[config.mk]
export PLATFORM = sky130hd
export DESIGN_NAME = gpio16_busport
export DESIGN_NICKNAME = d
export VERILOG_FILES = /design/src/rtl/busport_pkg.sv /design/src/rtl/busport_sync.sv /design/src/rtl/busport_half.sv /design/src/rtl/gpio16_busport.sv
export SDC_FILE = /design/constraint.sdc
export NUM_CORES = 1
export LEC_CHECK = 0
export ABC_AREA = 0
export BUFFER_PORTS_ARGS = -buffer_cell sky130_fd_sc_hd__buf_2
export CAP_MARGIN = 20
export CELL_PAD_IN_SITES_DETAIL_PLACEMENT = 0
export CELL_PAD_IN_SITES_GLOBAL_PLACEMENT = 1
export CORE_MARGIN = 2
export CORE_UTILIZATION = 41
export CTS_BUF_LIST = sky130_fd_sc_hd__clkbuf_16
export DETAILED_ROUTE_END_ITERATION = 16
export MAX_ROUTING_LAYER = met4
export PLACE_DENSITY_LB_ADDON = 0.12
export SLEW_MARGIN = 0
export SYNTH_ARGS = -nofsm -noshare
export SYNTH_HDL_FRONTEND = slang
export SYNTH_HIERARCHICAL = 1
export SYNTH_SLANG_ARGS = --single-unit
[constraint.sdc]
create_clock -name clk -period 1.25 [get_ports clk]
set_input_delay 0.0625 -clock clk [delete_from_list [all_inputs] [get_ports clk]]
set_output_delay 0.0625 -clock clk [all_outputs]
set_load 0.01 [all_outputs]
[src/rtl/busport_pkg.sv]
package busport_pkg;
   localparam int REG_AW = 2;

   typedef enum logic [REG_AW-1:0] {
      SEL_LO_DATA = 2'd0,
      SEL_LO_DIR  = 2'd1,
      SEL_HI_DATA = 2'd2,
      SEL_HI_DIR  = 2'd3
   } reg_sel_e;
endpackage

[src/rtl/busport_sync.sv]
module busport_sync #(
   parameter int W      = 16,
   parameter int STAGES = 2
) (
   input  logic         clk,
   input  logic         rst_n,
   input  logic [W-1:0] d,
   output logic [W-1:0] q
);
   logic [W-1:0] stage_q [STAGES];

   always_ff @(posedge clk or negedge rst_n) begin
      if (!rst_n) begin
         for (int s = 0; s < STAGES; s++) stage_q[s] <= '0;
      end else begin
         stage_q[0] <= d;
         for (int s = 1; s < STAGES; s++) stage_q[s] <= stage_q[s-1];
      end
   end

   assign q = stage_q[STAGES-1];
endmodule

[src/rtl/busport_half.sv]
module busport_half #(
   parameter int W = 8
) (
   input  logic         clk,
   input  logic         rst_n,
   input  logic         data_we,
   input  logic         dir_we,
   input  logic [W-1:0] wdata,
   input  logic         bus_mode,
   input  logic         bus_load,
   input  logic [W-1:0] bus_bits,
   output logic [W-1:0] out_lat,
   output logic [W-1:0] dir_lat,
   output logic [W-1:0] oe
);
   always_ff @(posedge clk or negedge rst_n) begin
      if (!rst_n) begin
         out_lat <= '0;
         dir_lat <= '0;
      end else begin
         // direction writes are always kept, even while the bus owns the pins
         if (dir_we) dir_lat <= wdata;
         // bus ownership wins over software for the output latch
         if (bus_mode) begin
            if (bus_load) out_lat <= bus_bits;
         end else if (data_we) begin
            out_lat <= wdata;
         end
      end
   end

   assign oe = bus_mode ? {W{1'b1}} : dir_lat;
endmodule

[src/rtl/gpio16_busport.sv]
module gpio16_busport
   import busport_pkg::*;
#(
   parameter int HALF_W      = 8,
   parameter int SYNC_STAGES = 2,
   parameter int CAP_N       = 4,
   parameter int CAP_LSB     = 4
) (
   input  logic                clk,
   input  logic                rst_n,
   input  logic                reg_we,
   input  logic [REG_AW-1:0]   reg_addr,
   input  logic [HALF_W-1:0]   reg_wdata,
   output logic [HALF_W-1:0]   reg_rdata,
   input  logic                bus_mode,
   input  logic                bus_addr_valid,
   input  logic [2*HALF_W-1:0] bus_addr,
   input  logic [2*HALF_W-1:0] pin_in,
   output logic [2*HALF_W-1:0] pin_out,
   output logic [2*HALF_W-1:0] pin_oe,
   output logic [CAP_N-1:0]    cap_in
);
   localparam int N_HALF = 2;
   localparam int PIN_W  = N_HALF * HALF_W;
   localparam int CAP_AT = HALF_W + CAP_LSB;

   if (HALF_W < 1) begin : g_bad_width
      $error("HALF_W must be at least 1");
   end
   if (SYNC_STAGES < 2) begin : g_bad_sync
      $error("SYNC_STAGES must be at least 2");
   end
   if (CAP_LSB + CAP_N > HALF_W) begin : g_bad_cap
      $error("capture pins must lie inside the high half");
   end

   logic [PIN_W-1:0]  sync_q;
   logic [PIN_W-1:0]  out_lat;
   logic [PIN_W-1:0]  dir_lat;
   logic [PIN_W-1:0]  oe_w;

   busport_sync #(.W(PIN_W), .STAGES(SYNC_STAGES)) u_sync (
      .clk   (clk),
      .rst_n (rst_n),
      .d     (pin_in),
      .q     (sync_q)
   );

   for (genvar h = 0; h < N_HALF; h++) begin : g_half
      logic hsel;
      assign hsel = (reg_addr[1] == 1'(h));

      busport_half #(.W(HALF_W)) u_half (
         .clk      (clk),
         .rst_n    (rst_n),
         .data_we  (reg_we && hsel && !reg_addr[0]),
         .dir_we   (reg_we && hsel &&  reg_addr[0]),
         .wdata    (reg_wdata),
         .bus_mode (bus_mode),
         .bus_load (bus_addr_valid),
         .bus_bits (bus_addr[h*HALF_W +: HALF_W]),
         .out_lat  (out_lat[h*HALF_W +: HALF_W]),
         .dir_lat  (dir_lat[h*HALF_W +: HALF_W]),
         .oe       (oe_w[h*HALF_W +: HALF_W])
      );
   end

   assign pin_out = out_lat;
   assign pin_oe  = oe_w;
   assign cap_in  = sync_q[CAP_AT +: CAP_N];

   always_comb begin
      unique case (reg_sel_e'(reg_addr))
         SEL_LO_DATA: reg_rdata = sync_q[HALF_W-1:0];
         SEL_LO_DIR:  reg_rdata = dir_lat[HALF_W-1:0];
         SEL_HI_DATA: reg_rdata = sync_q[PIN_W-1:HALF_W];
         SEL_HI_DIR:  reg_rdata = dir_lat[PIN_W-1:HALF_W];
         default:     reg_rdata = '0;
      endcase
   end
endmodule

==> results.ini <==
[global_route]
grt_overflow_total = 0
grt_util_all_layers = 0.177
grt_pass1_wl_mm = 9.62
grt_max_degree = 65
antenna_found_initial = 0
grt_pass1_vias = 1889

[power]
cellLeakagePower_nw = 2.01
ir_worst_vdd_uv = 957
power.density_nw_per_um2 = 1680

[clock_tree]
cts_root_buffer = clkbuf_16
clock-sinks = 64
cts_buffers = 9
cts.clk_slew.worst_paths_ns = 0.05
htreeDepth = 3
cts_tree = done
clk-insertion-delay-late_ns = 0.32
clock_path_buffers = 2

[route]
finalWirelength_mm = 6.31
vias = 1831
ant_nets = 0
drc = 0
first_iter_violations = 52
highest_layer = met4
wl_met1_mm = 2.88
wl_met2_mm = 3.13
drt_pre_antenna_iters = 2
wl_met3_um = 219
wl_per_cell_um = 15.6
via_per_inst = 4.53

[floorplan]
coreArea_um2 = 6790
dieArea_um2 = 7690
pin_count = 91
die_h_um = 87.7
die_w_um = 87.7
rows = 30
initial_utilization = 0.423

[yosys]
synth_area_um2 = 2870
yosysWarnings = 6
syn_inst = 182
avgSynthCellArea_um2 = 15.8
synth-seq-area-share = 0.558
ys_ff_latch = 64
synth_fp_nets = 229
synth_cell_type_count = 13

[setup_path]
path_buf_inv = 1
critical_path.slowest_cell = mux4_2
cp_top_family = multiplexers
startpoint_type = register
crit_type = reg2out
crit_path_max_fanout = 2
arrival_ns = 1.35
path_cells = mux4_2, buf_6
cpPeakStageDelay_ns = 0.50
cp-end-kind = primary output
worstSetupPathDepth = 2
required_ns = 1.19
reg2regPathDepth = 3

[placed_design]
dp_hpwl_mm = 4.14
pre_cts_ws_ns = 0.0640
place_area_um2 = 3320
portBuffers = 90
gp_congestion = 0.711

[sta]
maxSlewViolCount = 0
hold_violations = 0
min_period_over_period = 1.13
rsz0062_at_grt = true
maxSlewHeadroom = 0.774
setup_violations = 11
period_minus_slack_ns = 1.41
finClkSkew_ns = 0.00407
timing.fmax_mhz = 709
fin_ws_ns = -0.160
worst_pin_slew_ns = 0.339

[hold_path]
whs_path_depth = 3
worstHoldPathType = in2reg

[layout]
fill_cells = 546
areaGrowthSynthToFinish_pct = 44.9
drive_gt1_frac = 0.562
post-route-util = 0.612
stdcell_area_um2 = 4160
final_common_cell = buf_2
mostFrequentLayoutCells = buf_2, dfrtp_1, mux2i_1, buf_6, dlygate4sd3_1
num_antenna_cells = 0
final_nets = 350

[outcome]
status = finished, violations left
violations = negative setup slack

[job]
max-cap-violations = 0

-- worst reg2reg max path: cells and delay by family, from the launching register on --
family / cells / cell delay [ns]
DFF: 1 / 0.40
muxes: 1 / 0.25
buffers and inverters: 2 / 0.24
-- power breakdown --
part	leakage (nW)	total (mW)	internal (mW)	switching, mW
registers	0.750	2.50	2.33	0.170
clock network	0.178	3.06	2.16	0.904
logic	1.08	1.45	0.894	0.556
total	2.01	7.01	5.38	1.63
-- per-layer routing --
metal,vias up,global-route usage
li1,869,-
met1,900,0.235
met2,55,0.262
met3,7,0.0377
met4,0,0.0811
met5,-,-
-- registers in the layout, summed over array words and instances, names as in the netlist --
register	cells
g_half.u_half/dir_lat	16
u_sync/q	16
u_sync/stage_q	16
g_half.u_half/out_lat	16
-- through the flow --
stage	cells	hold WS [ns]	total power, mW	TNS [ns]
after floorplan	182	-0.233	3.15	0
after global routing	404	0.0414	7.31	-1.89
after detailed placement	349	0.108	3.59	0
after CTS	395	0.0312	6.87	-1.53
final	404	0.0326	7.01	-1.38
after global placement	349	0.103	3.57	0
-- timing repair --
item                                    CTS  global route
resized for setup                        13            21
hold endpoints to repair                 80             0
endpoints found under the setup margin    8            21
hold buffers                             17             0
setup buffers                            13             9
-- synth_stat cells --
cell type / count / area, um^2
nor3b_1: 1 / 7.51
or2_1: 4 / 25.0
and3b_2: 2 / 20.0
mux2i_1: 48 / 480
buf_2: 1 / 5.00
or2_2: 12 / 75.1
and3_2: 1 / 7.51
buf_4: 16 / 120
dfrtp_1: 64 / 1600
mux2_4: 16 / 240
mux4_2: 6 / 135
mux4_1: 2 / 52.6
buf_6: 9 / 101
-- path summary, 6_finish.rpt --
kind                                                    end  slack (ns)                        start
worst max-delay path                           reg_rdata[6]       -0.16  g_half[1].u_half/dir_lat[6]
worst min-delay path            g_half[1].u_half/out_lat[4]        0.03                 bus_addr[12]
worst max register to register  g_half[0].u_half/dir_lat[2]        0.24  g_half[0].u_half/dir_lat[2]
worst min register to register                 u_sync/q[11]        0.34           u_sync/stage_q[27]
max in group asynchronous       g_half[1].u_half/out_lat[2]        0.70                        rst_n
min in group asynchronous       g_half[0].u_half/out_lat[4]        0.27                        rst_n
-- area by class of cell --
type	instances	area (um^2)	share of cell area
clock buffer	9	225	0.0541
clock inverter	7	141	0.0340
multi-input combinational	92	1060	0.254
timing repair buffer	136	1020	0.244
sequential	64	1600	0.385
tap	96	120	0.0289
-- cell families (layout without fill, tap and decap cells) --
family / after synthesis / count (layout) / share of synthesized area
simple gates: 20 / 20 / 0.0471
flops: 64 / 64 / 0.558
mux: 72 / 72 / 0.316
buf+inv: 26 / 152 / 0.0789
Power figures use the tool's default switching activity.
